===== src/rtl/rbg_pkg.sv =====
package rbg_pkg;
  localparam int NSRC     = 7;
  localparam int B_STOP   = 0;
  localparam int B_LIM0   = 1;
  localparam int B_LIM1   = 2;
  localparam int B_WBERR  = 3;
  localparam int B_BUSERR = 4;
  localparam int B_FHANG  = 5;
  localparam int B_WDOG   = 6;
  typedef logic [NSRC-1:0] stat_t;
endpackage


===== src/rtl/rbg_limit.sv =====
module rbg_limit #(
  parameter int CW = 16
) (
  input  logic          clk,
  input  logic          rst,
  input  logic [CW-1:0] cnt_i,
  input  logic [CW-1:0] lim_i,
  output logic          hit_o
);
  logic over, over_q;

  assign over  = cnt_i > lim_i;
  assign hit_o = over & ~over_q;

  always_ff @(posedge clk) begin
    if (rst) over_q <= 1'b0;
    else     over_q <= over;
  end
endmodule


===== src/rtl/rbg_gate.sv =====
module rbg_gate #(
  parameter int AW = 32,
  parameter int OW = 4
) (
  input  logic          clk,
  input  logic          rst,
  input  logic          req_valid_i,
  input  logic [AW-1:0] req_addr_i,
  input  logic          req_write_i,
  output logic          req_ready_o,
  output logic          bus_valid_o,
  output logic [AW-1:0] bus_addr_o,
  output logic          bus_write_o,
  input  logic          resp_valid_i,
  input  logic          stop_i,
  input  logic          start_i,
  input  logic          fatal_i,
  input  logic [AW-1:0] wb_lo_i,
  input  logic [AW-1:0] wb_hi_i,
  input  logic          wb_en_i,
  output logic          wb_evt_o,
  output logic          stop_evt_o
);
  localparam logic [OW-1:0] OMAX = {OW{1'b1}};

  logic          soft_q, wb_blk_q, fatal_q, seen_q;
  logic [OW-1:0] outst_q;
  logic [AW-1:0] lo_q, hi_q;
  logic          en_q;
  logic          gate_open, viol, accept, dec, changed;

  assign gate_open   = ~soft_q & ~wb_blk_q & ~fatal_q;
  assign req_ready_o = gate_open & (outst_q != OMAX);
  assign viol        = wb_en_i & req_write_i &
                       ((req_addr_i < wb_lo_i) | (req_addr_i > wb_hi_i));
  assign accept      = req_valid_i & req_ready_o & ~viol;
  assign wb_evt_o    = req_valid_i & req_ready_o & viol;
  assign dec         = resp_valid_i & (outst_q != '0);
  assign changed     = (wb_en_i != en_q) | (wb_lo_i != lo_q) | (wb_hi_i != hi_q);
  assign stop_evt_o  = soft_q & (outst_q == '0) & ~seen_q;

  always_ff @(posedge clk) begin
    if (rst) begin
      bus_valid_o <= 1'b0;
      bus_addr_o  <= '0;
      bus_write_o <= 1'b0;
      outst_q     <= '0;
      soft_q      <= 1'b0;
      seen_q      <= 1'b0;
      wb_blk_q    <= 1'b0;
      fatal_q     <= 1'b0;
      lo_q        <= '0;
      hi_q        <= '0;
      en_q        <= 1'b0;
    end else begin
      bus_valid_o <= accept;
      if (accept) begin
        bus_addr_o  <= req_addr_i;
        bus_write_o <= req_write_i;
      end
      if (accept && !dec)      outst_q <= outst_q + 1'b1;
      else if (!accept && dec) outst_q <= outst_q - 1'b1;

      if (stop_i)       soft_q <= 1'b1;
      else if (start_i) soft_q <= 1'b0;

      seen_q <= soft_q & (seen_q | stop_evt_o);

      if (wb_evt_o)     wb_blk_q <= 1'b1;
      else if (changed) wb_blk_q <= 1'b0;

      if (fatal_i) fatal_q <= 1'b1;

      lo_q <= wb_lo_i;
      hi_q <= wb_hi_i;
      en_q <= wb_en_i;
    end
  end

  // a closed gate forwards nothing on the following edge
  p_closed_no_issue_r1: assert property (@(posedge clk) disable iff (rst)
    !req_ready_o |=> !bus_valid_o);

  // a window violation is never forwarded
  p_window_drop_r5: assert property (@(posedge clk) disable iff (rst)
    wb_evt_o |=> !bus_valid_o);

  // the fatal hold only leaves through reset
  p_fatal_sticky_r6: assert property (@(posedge clk) disable iff (rst)
    fatal_q |=> fatal_q);
endmodule


===== src/rtl/rbg_status.sv =====
module rbg_status
  import rbg_pkg::*;
(
  input  logic  clk,
  input  logic  rst,
  input  stat_t evt_i,
  input  logic  clr_we_i,
  input  stat_t clr_data_i,
  input  stat_t mask_i,
  output stat_t stat_o,
  output logic  irq_o
);
  stat_t clr_bits, nxt;

  assign clr_bits = clr_we_i ? clr_data_i : '0;
  assign nxt      = (stat_o & ~clr_bits) | evt_i;

  always_ff @(posedge clk) begin
    if (rst) begin
      stat_o <= '0;
      irq_o  <= 1'b0;
    end else begin
      stat_o <= nxt;
      irq_o  <= |(nxt & mask_i);
    end
  end

  // the interrupt line needs a set status bit behind it
  p_irq_needs_stat_r10: assert property (@(posedge clk) disable iff (rst)
    irq_o |-> (stat_o != '0));
endmodule


===== src/rtl/rbg_top.sv =====
module rbg_top
  import rbg_pkg::*;
#(
  parameter int AW = 32,
  parameter int CW = 16,
  parameter int OW = 4
) (
  input  logic            clk,
  input  logic            rst,
  input  logic            req_valid_i,
  input  logic [AW-1:0]   req_addr_i,
  input  logic            req_write_i,
  output logic            req_ready_o,
  output logic            bus_valid_o,
  output logic [AW-1:0]   bus_addr_o,
  output logic            bus_write_o,
  input  logic            resp_valid_i,
  input  logic            resp_err_i,
  input  logic            stop_cmd_i,
  input  logic            start_cmd_i,
  input  logic            force_hang_i,
  input  logic            wdog_hit_i,
  input  logic [CW-1:0]   cnt0_i,
  input  logic [CW-1:0]   lim0_i,
  input  logic [CW-1:0]   cnt1_i,
  input  logic [CW-1:0]   lim1_i,
  input  logic [AW-1:0]   wb_lo_i,
  input  logic [AW-1:0]   wb_hi_i,
  input  logic            wb_en_i,
  input  logic            clr_we_i,
  input  logic [NSRC-1:0] clr_data_i,
  input  logic [NSRC-1:0] mask_i,
  output logic [NSRC-1:0] raw_stat_o,
  output logic            irq_o
);
  localparam int NCNT = 2;

  logic [CW-1:0]   cnt_a [NCNT];
  logic [CW-1:0]   lim_a [NCNT];
  logic [NCNT-1:0] lim_hit;
  logic            wb_evt, stop_evt, bus_err;
  stat_t           evt;

  assign cnt_a[0] = cnt0_i;
  assign cnt_a[1] = cnt1_i;
  assign lim_a[0] = lim0_i;
  assign lim_a[1] = lim1_i;

  for (genvar g = 0; g < NCNT; g++) begin : g_lim
    rbg_limit #(.CW(CW)) u_lim (
      .clk   (clk),
      .rst   (rst),
      .cnt_i (cnt_a[g]),
      .lim_i (lim_a[g]),
      .hit_o (lim_hit[g])
    );
  end

  assign bus_err = resp_valid_i & resp_err_i;

  rbg_gate #(.AW(AW), .OW(OW)) u_gate (
    .clk          (clk),
    .rst          (rst),
    .req_valid_i  (req_valid_i),
    .req_addr_i   (req_addr_i),
    .req_write_i  (req_write_i),
    .req_ready_o  (req_ready_o),
    .bus_valid_o  (bus_valid_o),
    .bus_addr_o   (bus_addr_o),
    .bus_write_o  (bus_write_o),
    .resp_valid_i (resp_valid_i),
    .stop_i       (stop_cmd_i | (|lim_hit)),
    .start_i      (start_cmd_i),
    .fatal_i      (force_hang_i | bus_err),
    .wb_lo_i      (wb_lo_i),
    .wb_hi_i      (wb_hi_i),
    .wb_en_i      (wb_en_i),
    .wb_evt_o     (wb_evt),
    .stop_evt_o   (stop_evt)
  );

  always_comb begin
    evt           = '0;
    evt[B_STOP]   = stop_evt;
    evt[B_LIM0]   = lim_hit[0];
    evt[B_LIM1]   = lim_hit[1];
    evt[B_WBERR]  = wb_evt;
    evt[B_BUSERR] = bus_err;
    evt[B_FHANG]  = force_hang_i;
    evt[B_WDOG]   = wdog_hit_i;
  end

  rbg_status u_stat (
    .clk        (clk),
    .rst        (rst),
    .evt_i      (evt),
    .clr_we_i   (clr_we_i),
    .clr_data_i (clr_data_i),
    .mask_i     (mask_i),
    .stat_o     (raw_stat_o),
    .irq_o      (irq_o)
  );

  // the stopped bit only rises after the gate was already closed
  p_stopped_after_close_r2: assert property (@(posedge clk) disable iff (rst)
    $rose(raw_stat_o[B_STOP]) |-> $past(!req_ready_o));
endmodule


===== config.mk =====
export PLATFORM = sky130hd
export DESIGN_NAME = rbg_top
export DESIGN_NICKNAME = d
export VERILOG_FILES = /design/src/rtl/rbg_pkg.sv /design/src/rtl/rbg_limit.sv /design/src/rtl/rbg_gate.sv /design/src/rtl/rbg_status.sv /design/src/rtl/rbg_top.sv
export SDC_FILE = /design/constraint.sdc
export NUM_CORES = 1
export LEC_CHECK = 0
export ABC_AREA = 1
export BUFFER_PORTS_ARGS = -buffer_cell sky130_fd_sc_hd__buf_2
export CAP_MARGIN = 20
export CORE_AREA = 5 5 119 121
export DETAILED_ROUTE_END_ITERATION = 10
export DIE_AREA = 0 0 124 126
export PLACE_DENSITY = 0.86
export SLEW_MARGIN = 10
export SYNTH_ARGS = -nofsm -noshare
export SYNTH_HDL_FRONTEND = slang
export SYNTH_SLANG_ARGS = --single-unit

===== constraint.sdc =====
create_clock -name clk -period 7.9 [get_ports clk]
set_input_delay 0.395 -clock clk [delete_from_list [all_inputs] [get_ports clk]]
set_output_delay 0.395 -clock clk [all_outputs]
set_load 0.01 [all_outputs]

Yosys cells after proc, flatten, opt, wreduce, memory -nomap -nowiden
Index checks and enable logic that the tools add are counted.
- equal/unequal tests: 4
- muxes and demuxes: 7
- reduce and logical (&&, ||, !) cells: 11
- bitwise gates (word level): 32
- add/subtract/negate cells: 2
- $lt $le $gt $ge: 4
- operators with widths (operator ; number):
    $ne A32 B32 Y1 ; 2
    $gt A16 B16 Y1 ; 2
    $gt A32 B32 Y1 ; 1
    $lt A32 B32 Y1 ; 1
    $and A1 B1 Y1 ; 15
    $and A7 B7 Y7 ; 2
    $mux W4 ; 2
    $mux W7 ; 1
    $not A1 Y1 ; 7
    $not A7 Y7 ; 1
    $or A7 B7 Y7 ; 1
    $reduce_or A7 Y1 ; 1
    $or A1 B1 Y1 ; 6
    $reduce_bool A2 Y1 ; 3
    $add A4 B1 Y4 const B ; 1
    $logic_not A4 Y1 ; 1
    $mux W1 ; 4
    $ne A4 B4 Y1 const B ; 1
    $reduce_bool A4 Y1 ; 1
    $sub A4 B1 Y4 const B ; 1
    $logic_and A1 B1 Y1 ; 2
    $logic_not A1 Y1 ; 2
    $reduce_or A2 Y1 ; 1
    $ne A1 B1 Y1 ; 1
- logic and storage cells: 75
- flip-flop bits (word level): 117
- input port bits: 186
- output and inout port bits: 43

Longest topological paths before layout
Gate-level depths: netlist of run 1.
- depth in word-level cells: 10
- depth in mapped cells: 27
- mapped depth without buffers: 26

By module
From an unflattened synthesis of run 1, not the netlist that was laid out.
- cells, all modules: 1037
- area total of the unflattened synthesis: 7313.3 um^2
- modules (own cells, without submodules) (module ; cells an instance ; instances ; area an instance (um^2) ; sequential area each (um^2)):
    rbg_gate ; 826 ; 1 ; 6007.0 ; 2142.1
    rbg_limit ; 74 ; 2 ; 462.9 ; 20.0
    rbg_status ; 56 ; 1 ; 354.1 ; 160.2
    rbg_top ; 7 ; 1 ; 26.3 ; 0.0

Worst setup path after synthesis of run 1
No wires, ideal clock.
- path type: in2reg
- start: input wb_lo_i[31]
- end: register u_gate.outst_q[3]
- required time: 7.830 ns
- slack: 4.937 ns
- data arrival time: 2.893 ns
- path buffers: 1
- library setup time: 0.070 ns
- stages on the path: 21
- cell sequence: inv_1 > ha_1 > nand2_1 > nor2_1 > nor3b_2 > and3_1 > nand2_1 > nand2_1 > nand2_2 > nand2_2 > buf_6 > nand2_1 > inv_2 > ha_1 > inv_1 > ha_1 > and3_1 > a211oi_1 > xor2_1 > nand2_1 > a21oi_1
- cells in the longest elaborated chain, start to end: 8
- elaborated cells on any way between the ends: 10
- those cells by class: 1 x order compare; 1 x mux; 4 x bitwise; 4 x reduce/logical
- RTL lines (element ; line ; text):
    start, declared ; rbg_top.sv:27 ; input logic [AW-1:0] wb_lo_i,
    $lt A32 B32 Y1 (*) ; rbg_gate.sv:35 ; ((req_addr_i < wb_lo_i) | (req_addr_i > wb_hi_i));
    $or A1 B1 Y1 (*) ; rbg_gate.sv:35 ;
    $and A1 B1 Y1 (*) ; rbg_gate.sv:34 ; assign viol = wb_en_i & req_write_i &
    $not A1 Y1 (*) ; rbg_gate.sv:36 ; assign accept = req_valid_i & req_ready_o & ~viol;
    $and A1 B1 Y1 (*) ; rbg_gate.sv:36 ;
    via u_gate.accept ; rbg_gate.sv:30 ; logic gate_open, viol, accept, dec, changed;
    $logic_not A1 Y1 ; rbg_gate.sv:62 ; else if (!accept && dec) outst_q <= outst_q - 1'b1;
    $logic_and A1 B1 Y1 ; rbg_gate.sv:62 ;
    $reduce_bool A2 Y1 (no source line) ; -- ;
    end signal, assigned ; rbg_gate.sv:61 ; if (accept && !dec) outst_q <= outst_q + 1'b1;
    end signal, assigned ; rbg_gate.sv:62 ;
    end, declared ; rbg_gate.sv:27 ; logic [OW-1:0] outst_q;
The timed path passes the listed nets; every way through them passes the cells marked *.
A chain may end at the register's enable or synchronous reset.

Final worst setup path of run 1
- start: input wb_lo_i[27]
- end: register u_gate.outst_q[3]
Same word-level chain as after synthesis.

==> results of run 1 <==
==> cells in the final DEF, fill, tap and decap left out, types with 2 or more instances in the layout <==
cell type,netlist,routed
xor2_1,16,16
nand3b_1,33,33
nand2_2,2,2
nand2_1,177,177
a21boi_0,2,2
a221oi_1,4,4
o2111ai_1,4,4
clkbuf_16,0,17
buf_2,2,228
o21ai_0,30,30
nor2_2,2,2
inv_1,134,133
a21oi_1,82,82
inv_2,3,4
nor4_1,4,4
nor2_1,158,158
and3_1,2,2
nand4_1,11,11
bufinv_16,0,3
ha_1,98,98
nand3_1,20,20
clkbuf_8,0,2
o22ai_1,6,6
a21o_1,3,3
buf_4,0,3
clkinv_2,0,5
nor3_1,4,4
xnor2_1,20,20
o21a_1,2,2
a211oi_1,3,3
clkinvlp_4,0,3
dfxtp_1,117,117
==> Yosys cell counts, drive strengths merged (11+ instances only) <==
master,number,share of area
xor2,16,0.020
o21ai,30,0.021
nand3b,33,0.035
xnor2,20,0.025
nand3,20,0.014
nor2,160,0.085
ha,98,0.17
dfxtp,117,0.33
nand2,179,0.095
inv,137,0.072
clkbuf,13,0.0069
a21oi,82,0.058
buf,13,0.014
nand4,11,0.0097
==> logic make-up (layout without fill, tap and decap cells) <==
| family | Yosys count | count (layout) |
|---|---|---|
| buffers and inverters | 164 | 401 |
| and+or+nand+nor | 415 | 415 |
| AOI/OAI and AO/OA | 139 | 139 |
| DFF | 117 | 117 |
| adders and majority gates | 99 | 99 |
| xor gates and xnor gates | 36 | 36 |
==> worst min-delay path, cell delays in order <==
cell     delay (ps)
buf_2            80
nand3_1          60
nand2_1          60
==> power by group <==
| group | internal (mW) | total [mW] | switching [mW] |
|---|---|---|---|
| logic | 0.167 | 0.387 | 0.220 |
| registers | 0.639 | 0.669 | 0.0303 |
| clock network | 0.510 | 0.788 | 0.278 |
| total | 1.32 | 1.84 | 0.529 |
==> registers in the layout, indices dropped and copies added (netlist names) <==
| name | cells |
|---|---|
| u_gate.en_q | 1 |
| u_gate.outst_q | 4 |
| u_stat.irq_o | 1 |
| u_gate.hi_q | 32 |
| u_gate.wb_blk_q | 1 |
| u_gate.bus_valid_o | 1 |
| u_gate.seen_q | 1 |
| u_gate.bus_addr_o | 32 |
| u_gate.lo_q | 32 |
| u_gate.fatal_q | 1 |
| u_gate.bus_write_o | 1 |
| u_stat.stat_o | 7 |
| g_lim.u_lim.over_q | 2 |
| u_gate.soft_q | 1 |
==> through the flow <==
stage / hold slack [ps] / total power [mW] / cell area [sq um]
5_1_grt: 232 / 1.94 / 8950
4_1_cts: 204 / 1.86 / 8950
3_5_place_dp: 457 / 1.06 / 8350
3_3_place_gp: 456 / 1.05 / 8350
6_report: 214 / 1.84 / 8950
2_1_floorplan: 440 / 0.926 / 7110
==> layout make-up <==
cell class                 instances  area [sq um]  share of cell area
tap                              176           220              0.0246
clock buffer                      19           453              0.0506
clock inverter                    13           155              0.0173
sequential                       117          2340               0.262
inverter                         138           518              0.0578
multi-input combinational        689          4100               0.458
timing repair buffer             231          1160               0.130
==> layer usage <==
| metal | part of all wire | vias to the layer above | global-route usage |
|---|---|---|---|
| met5 | 0 | - | 0 |
| met1 | 0.43 | 3113 | 0.294 |
| met4 | 0.023 | 0 | 0.0966 |
| met3 | 0.070 | 42 | 0.0543 |
| li1 | - | 3595 | - |
| met2 | 0.48 | 216 | 0.411 |
==> how the worst min path moves through the flow <==
stage	end	slack, ps	depth (start not counted)
6_report	u_stat.irq_o	210	3
5_1_grt	u_gate.lo_q[15]	230	3
4_1_cts	u_stat.irq_o	200	3
3_5_place_dp	u_gate.seen_q	460	2
3_3_place_gp	u_gate.bus_addr_o[28]	460	2
2_1_floorplan	u_gate.seen_q	440	2
==> impl_metrics.tcl, run 1 <==
set metrics [dict create \
    status "completed" \
    setup_viol 0 \
    reg2reg_slack_ps 4890 \
    numPortBuffers 228 \
    hold_violations 0 \
    cp_num_buf_inv 4 \
    ys_warn_count 0 \
    vias 6966 \
    path_delay_family "compound AO/OA/AOI/OAI gates" \
    muxShareOfSynthArea 0 \
    hold_start "mask_i[3]" \
    final_cell_count_no_fill 1383 \
    post-place-ws_ps 4490 \
    clk_latency_ps 410 \
    hpwl_um 14900 \
    die-area_sq_um 15600 \
    start_kind "input pin" \
    cts.sinks 117 \
    setup.worst_path.start "wb_lo_i[27]" \
    synthXorXnorAreaFrac 0.0444 \
    power_density_nw_per_um2 206 \
    crit_chain "buf_2 > inv_1 > ha_1 > a21oi_1 > o21ai_0 > a21oi_1 > a21boi_0 > nand2_1 > nand2_2 > nand2_2 > nand2_1 > inv_2 > ha_1 > inv_1 > ha_1 > and3_1 > a211oi_1 > xor2_1 > nand2_1 > a21oi_1" \
    rows 42 \
    firstDrtPassIters 5 \
    grt-ovfl-total 0 \
    drive_above_1_share 0.226 \
    grt_max_degree 83 \
    fill_cells 1147 \
    async_reset_ff_frac 0 \
    end_kind "register" \
    critical_path_arrival_ps 3350 \
    worst_r2r_path_depth 16 \
    critical-path-max-stage-delay_ps 310 \
    grt_pass1_vias 6742 \
    viasPerCell 5.04 \
    clock-root-buffer "clkbuf_16" \
    post_cts_buffers 0 \
    clock-skew-final_ps 7.74 \
    cp.depth 20 \
    slowest_stage "ha_1" \
    clk_path_buf_depth 2 \
    syn_avg_cell_area_sq_um 7.33 \
    fin_ws_ps 4880 \
    synth_compound_gate_area_share 0.108 \
    max-slew-margin-rel 0.402 \
    diodes 0 \
    pin_count 229 \
    h-tree-depth 4 \
    worstSetupPathType "in -> reg" \
    synth_enable_flop_cells 0 \
    rsz0062_at_grt "false" \
    wl_per_cell_um 13.8 \
    cts.repair.resized 0 \
    syn2layout_area_growth_pct 26.0 \
    synth-seq-cells 117 \
    synth_ff_type "dfxtp_1" \
    tns_ps 0 \
    netlist_instances 970 \
    cts.clk_slew.worst_paths_ps 50 \
    holdBufCountCts 0 \
    crit_path_max_fanout 3 \
    leakage_nw 4.85 \
    die_y_um 126 \
    r2r_start "u_gate.outst_q[1]" \
    grt_use_total 0.242 \
    syn_area_sq_um 7110 \
    antenna_found_initial 0 \
    final_util 0.690 \
    drtIter0Drc 423 \
    synthAdderAreaFrac 0.175 \
    synth_top_family_by_area "simple AND/OR/NAND/NOR gates" \
    ir_worst_vdd_v 0.000160 \
    gp_congestion 0.857 \
    drc 0 \
    finalCritPeriodShare 0.383 \
    cap_violations 0 \
    synth_nets 1255 \
    cts_made_buffers 17 \
    hp-class "in -> reg" \
    cts_tree "done" \
    reg2reg_to "u_gate.outst_q[3]" \
    slew_violations 0 \
    start_util 0.548 \
    grt_pass1_wl_um 30300 \
    nNetsFinal 1479 \
    yosys.cell_types.count 36 \
    crit_end "u_gate.outst_q[3]" \
    place_inst 1351 \
    clock.fmax_mhz 331 \
    min_period_ps 3020 \
    die_x_um 124 \
    required_ps 8230 \
    routed_wl_um 19100 \
    yosys.area_share.simple 0.250 \
    ant_nets 0 \
    tightestPinTransition_ps 897 \
    yosysSeqAreaShare 0.330 \
    design.core.area_sq_um 13000 \
]
Note: power is estimated with default switching activity, not from simulation.
==> run 2, diff against run 1 <==
Settings changed: ABC_AREA 1 to 0, CORE_AREA 5 5 119 121 to 5 5 123 125, DIE_AREA 0 0 124 126 to 0 0 128 130, PLACE_DENSITY 0.86 to 0.79.
Clock period 7.9 ns to 3 ns, I/O delays scaled along.
==> impl_metrics.tcl, run 2 <==
set metrics [dict create \
    vias 6932 \
    worstSetupPathType "in -> reg" \
    die_x_um 128 \
    hold_path_end "u_gate.lo_q[10]" \
    syn_area_sq_um 6870 \
    clock-root-buffer "clkbuf_16" \
    pin_count 229 \
    reg2reg_to "u_gate.outst_q[3]" \
    start_kind "input pin" \
    seqPwrFrac 0.340 \
    use_met1 0.300 \
    required_ps 3360 \
    yosysSeqAreaShare 0.341 \
    multi_input_area_sq_um 4100 \
    die_y_um 130 \
    grt_max_degree 82 \
    place_inst 1220 \
    setup_viol 0 \
    grt_use_total 0.269 \
    clk_latency_ps 430 \
    finalCritPeriodShare 0.951 \
    max-slew-margin-rel 0.419 \
    hold_start "wb_lo_i[10]" \
    firstDrtPassIters 5 \
    top_regs "u_gate.bus_addr_o: 32 flops, u_gate.hi_q: 32 flops, u_gate.lo_q: 32 flops" \
    drtIter0Drc 438 \
    mostFrequentLayoutCell "buf_2" \
    ys_top_cells_by_count "117 x dfxtp_1, 114 x inv_1, 98 x ha_1, 94 x nand2_1, 76 x nor2_1" \
    critical_path_arrival_ps 3210 \
    synth_area_leaders "dfxtp_1 34%, ha_1 18%, inv_1 6.2%" \
    ir_worst_vdd_v 0.000424 \
    synth_ff_type "dfxtp_1" \
    cts_made_buffers 17 \
    post-place-ws_ps -96.2 \
    slew_violations 0 \
    ant_nets 0 \
    fill_cells 1091 \
    use_met2 0.482 \
    r2r_start "u_gate.outst_q[1]" \
    p_switching_mw 1.39 \
    cts.sinks 117 \
    yosysTopAreaCell "dfxtp_1" \
    synth-seq-cells 117 \
    ys_warn_count 0 \
    hpwl_um 16900 \
    final_cell_count_no_fill 1300 \
    fin_ws_ps 146 \
    synth_nets 1086 \
    rows 43 \
    die-area_sq_um 16600 \
    yosys.cell_types.count 54 \
    clkPwrFrac 0.444 \
    routed_wl_um 22300 \
    p_comb_frac 0.216 \
    async_reset_ff_frac 0 \
    min_period_ps 2850 \
    syn_avg_cell_area_sq_um 8.57 \
    drive_above_1_share 0.284 \
    numPortBuffers 228 \
    antenna_found_initial 3 \
    hp-class "in -> reg" \
    syn2layout_area_growth_pct 39.7 \
    clock-skew-final_ps 7.76 \
    internal_power_mw 3.73 \
    tightestPinTransition_ps 871 \
    cap_violations 0 \
    hold_path_depth 3 \
    end_kind "register" \
    switching_share 0.272 \
    clk_path_buf_depth 2 \
    h-tree-depth 4 \
    worst_r2r_path_depth 12 \
    power_density_nw_per_um2 534 \
    power_mw 5.12 \
    clock.fmax_mhz 350 \
    start_util 0.498 \
    status "completed" \
    wl_per_cell_um 17.2 \
    cts_tree "done" \
    hold_violations 0 \
    grt_pass1_wl_um 34800 \
    seqCellArea_sq_um 2340 \
    rsz0062_at_grt "false" \
    gp_congestion 0.922 \
    reg2reg_slack_ps 360 \
    yosys.cell_count.top_type "dfxtp_1" \
    netlist_instances 801 \
    grt_pass1_vias 7152 \
    leakage_nw 4.91 \
    grt-ovfl-total 0 \
    design.core.area_sq_um 13800 \
    yosysTopAreaCellShare 0.341 \
    drc 0 \
    layout_common_cells "228 x buf_2, 117 x dfxtp_1, 109 x inv_1" \
    viasPerCell 5.33 \
    use_met3 0.0692 \
    synth_enable_flop_cells 0 \
    crit_path_max_fanout 3 \
    cts.clk_slew.worst_paths_ps 60 \
    nNetsFinal 1390 \
    busiest_layer "met2" \
]
[run 2: metal layers]
layer  routed length [um]  vias to the layer above
met5                   20                        -
met1                 8640                     3230
met3                 1810                       63
met4                  840                        4
li1                     -                     3347
met2                11000                      288
[run 2: per-stage QoR]
stage	area [sq um]	util	hold slack (ps)	setup TNS [ps]
after floorplan	6980	-	276	0
after global placement	8470	0.615	370	0
after detailed placement	8470	0.615	392	-96.2
after CTS	9560	0.694	0.105	0
after global routing	9590	0.696	9.94	0
final	9590	0.696	0.325	0
[run 2: how the worst max path moves through the flow]
stage | startpoint | to | slack, ps | depth (start not counted)
detailed placement | wb_hi_i[27] | u_gate.outst_q[3] | -100 | 16
global route | wb_lo_i[0] | u_gate.outst_q[3] | 20 | 16
CTS | wb_hi_i[1] | u_gate.outst_q[3] | 30 | 18
floorplan | wb_lo_i[3] | u_gate.outst_q[3] | 2 | 17
finish | wb_lo_i[0] | u_gate.outst_q[3] | 150 | 16
global placement | req_addr_i[14] | u_gate.outst_q[3] | 5 | 16
[run 2: repair_timing]
action	in CTS	in global routing
hold buffers	44	1
endpoints found under the setup margin	0	2
hold endpoints to repair	44	1
resized for setup	0	3
buffers inserted	0	2
[run 2: critical path, cell delays in order]
cell	delay [ps]
dlygate4sd3_1	560
buf_2	130
nand2b_1	60
a2111oi_2	350
nor4_1	110
o311a_1	400
nor2_4	150
nor3_4	60
ha_4	180
inv_4	70
ha_4	190
a21o_1	160
a21oi_2	120
xnor2_1	90
or3_1	320
a21oi_2	110
[run 2: final cells by class]
class                   count  share of cell area
flip-flops and latches    117               0.244
inverters                 115              0.0453
well taps                 180              0.0235
diodes                      2            0.000522
clock buffers              21              0.0480
multi-input cells         550               0.428
clock inverters            11              0.0204
repair buffers            304               0.190
[run 2: power by group through the flow]
stage	Combinational (mW)	Clock [mW]	Sequential, mW
after CTS	1.08	2.30	1.74
after global placement	0.999	0	1.76
after global routing	1.23	2.37	1.75
final	1.11	2.28	1.74
after floorplan	0.613	0	1.77
after detailed placement	1.03	0	1.77
[run 2: cells by family after synthesis]
kind of cell,count (synthesis),share of synthesized area
simple gates,247,0.166
buf+inv,134,0.0782
compound gates,120,0.120
flops,117,0.341
fa+ha+maj,99,0.182
xor+xnor,51,0.0651
mux,33,0.0481
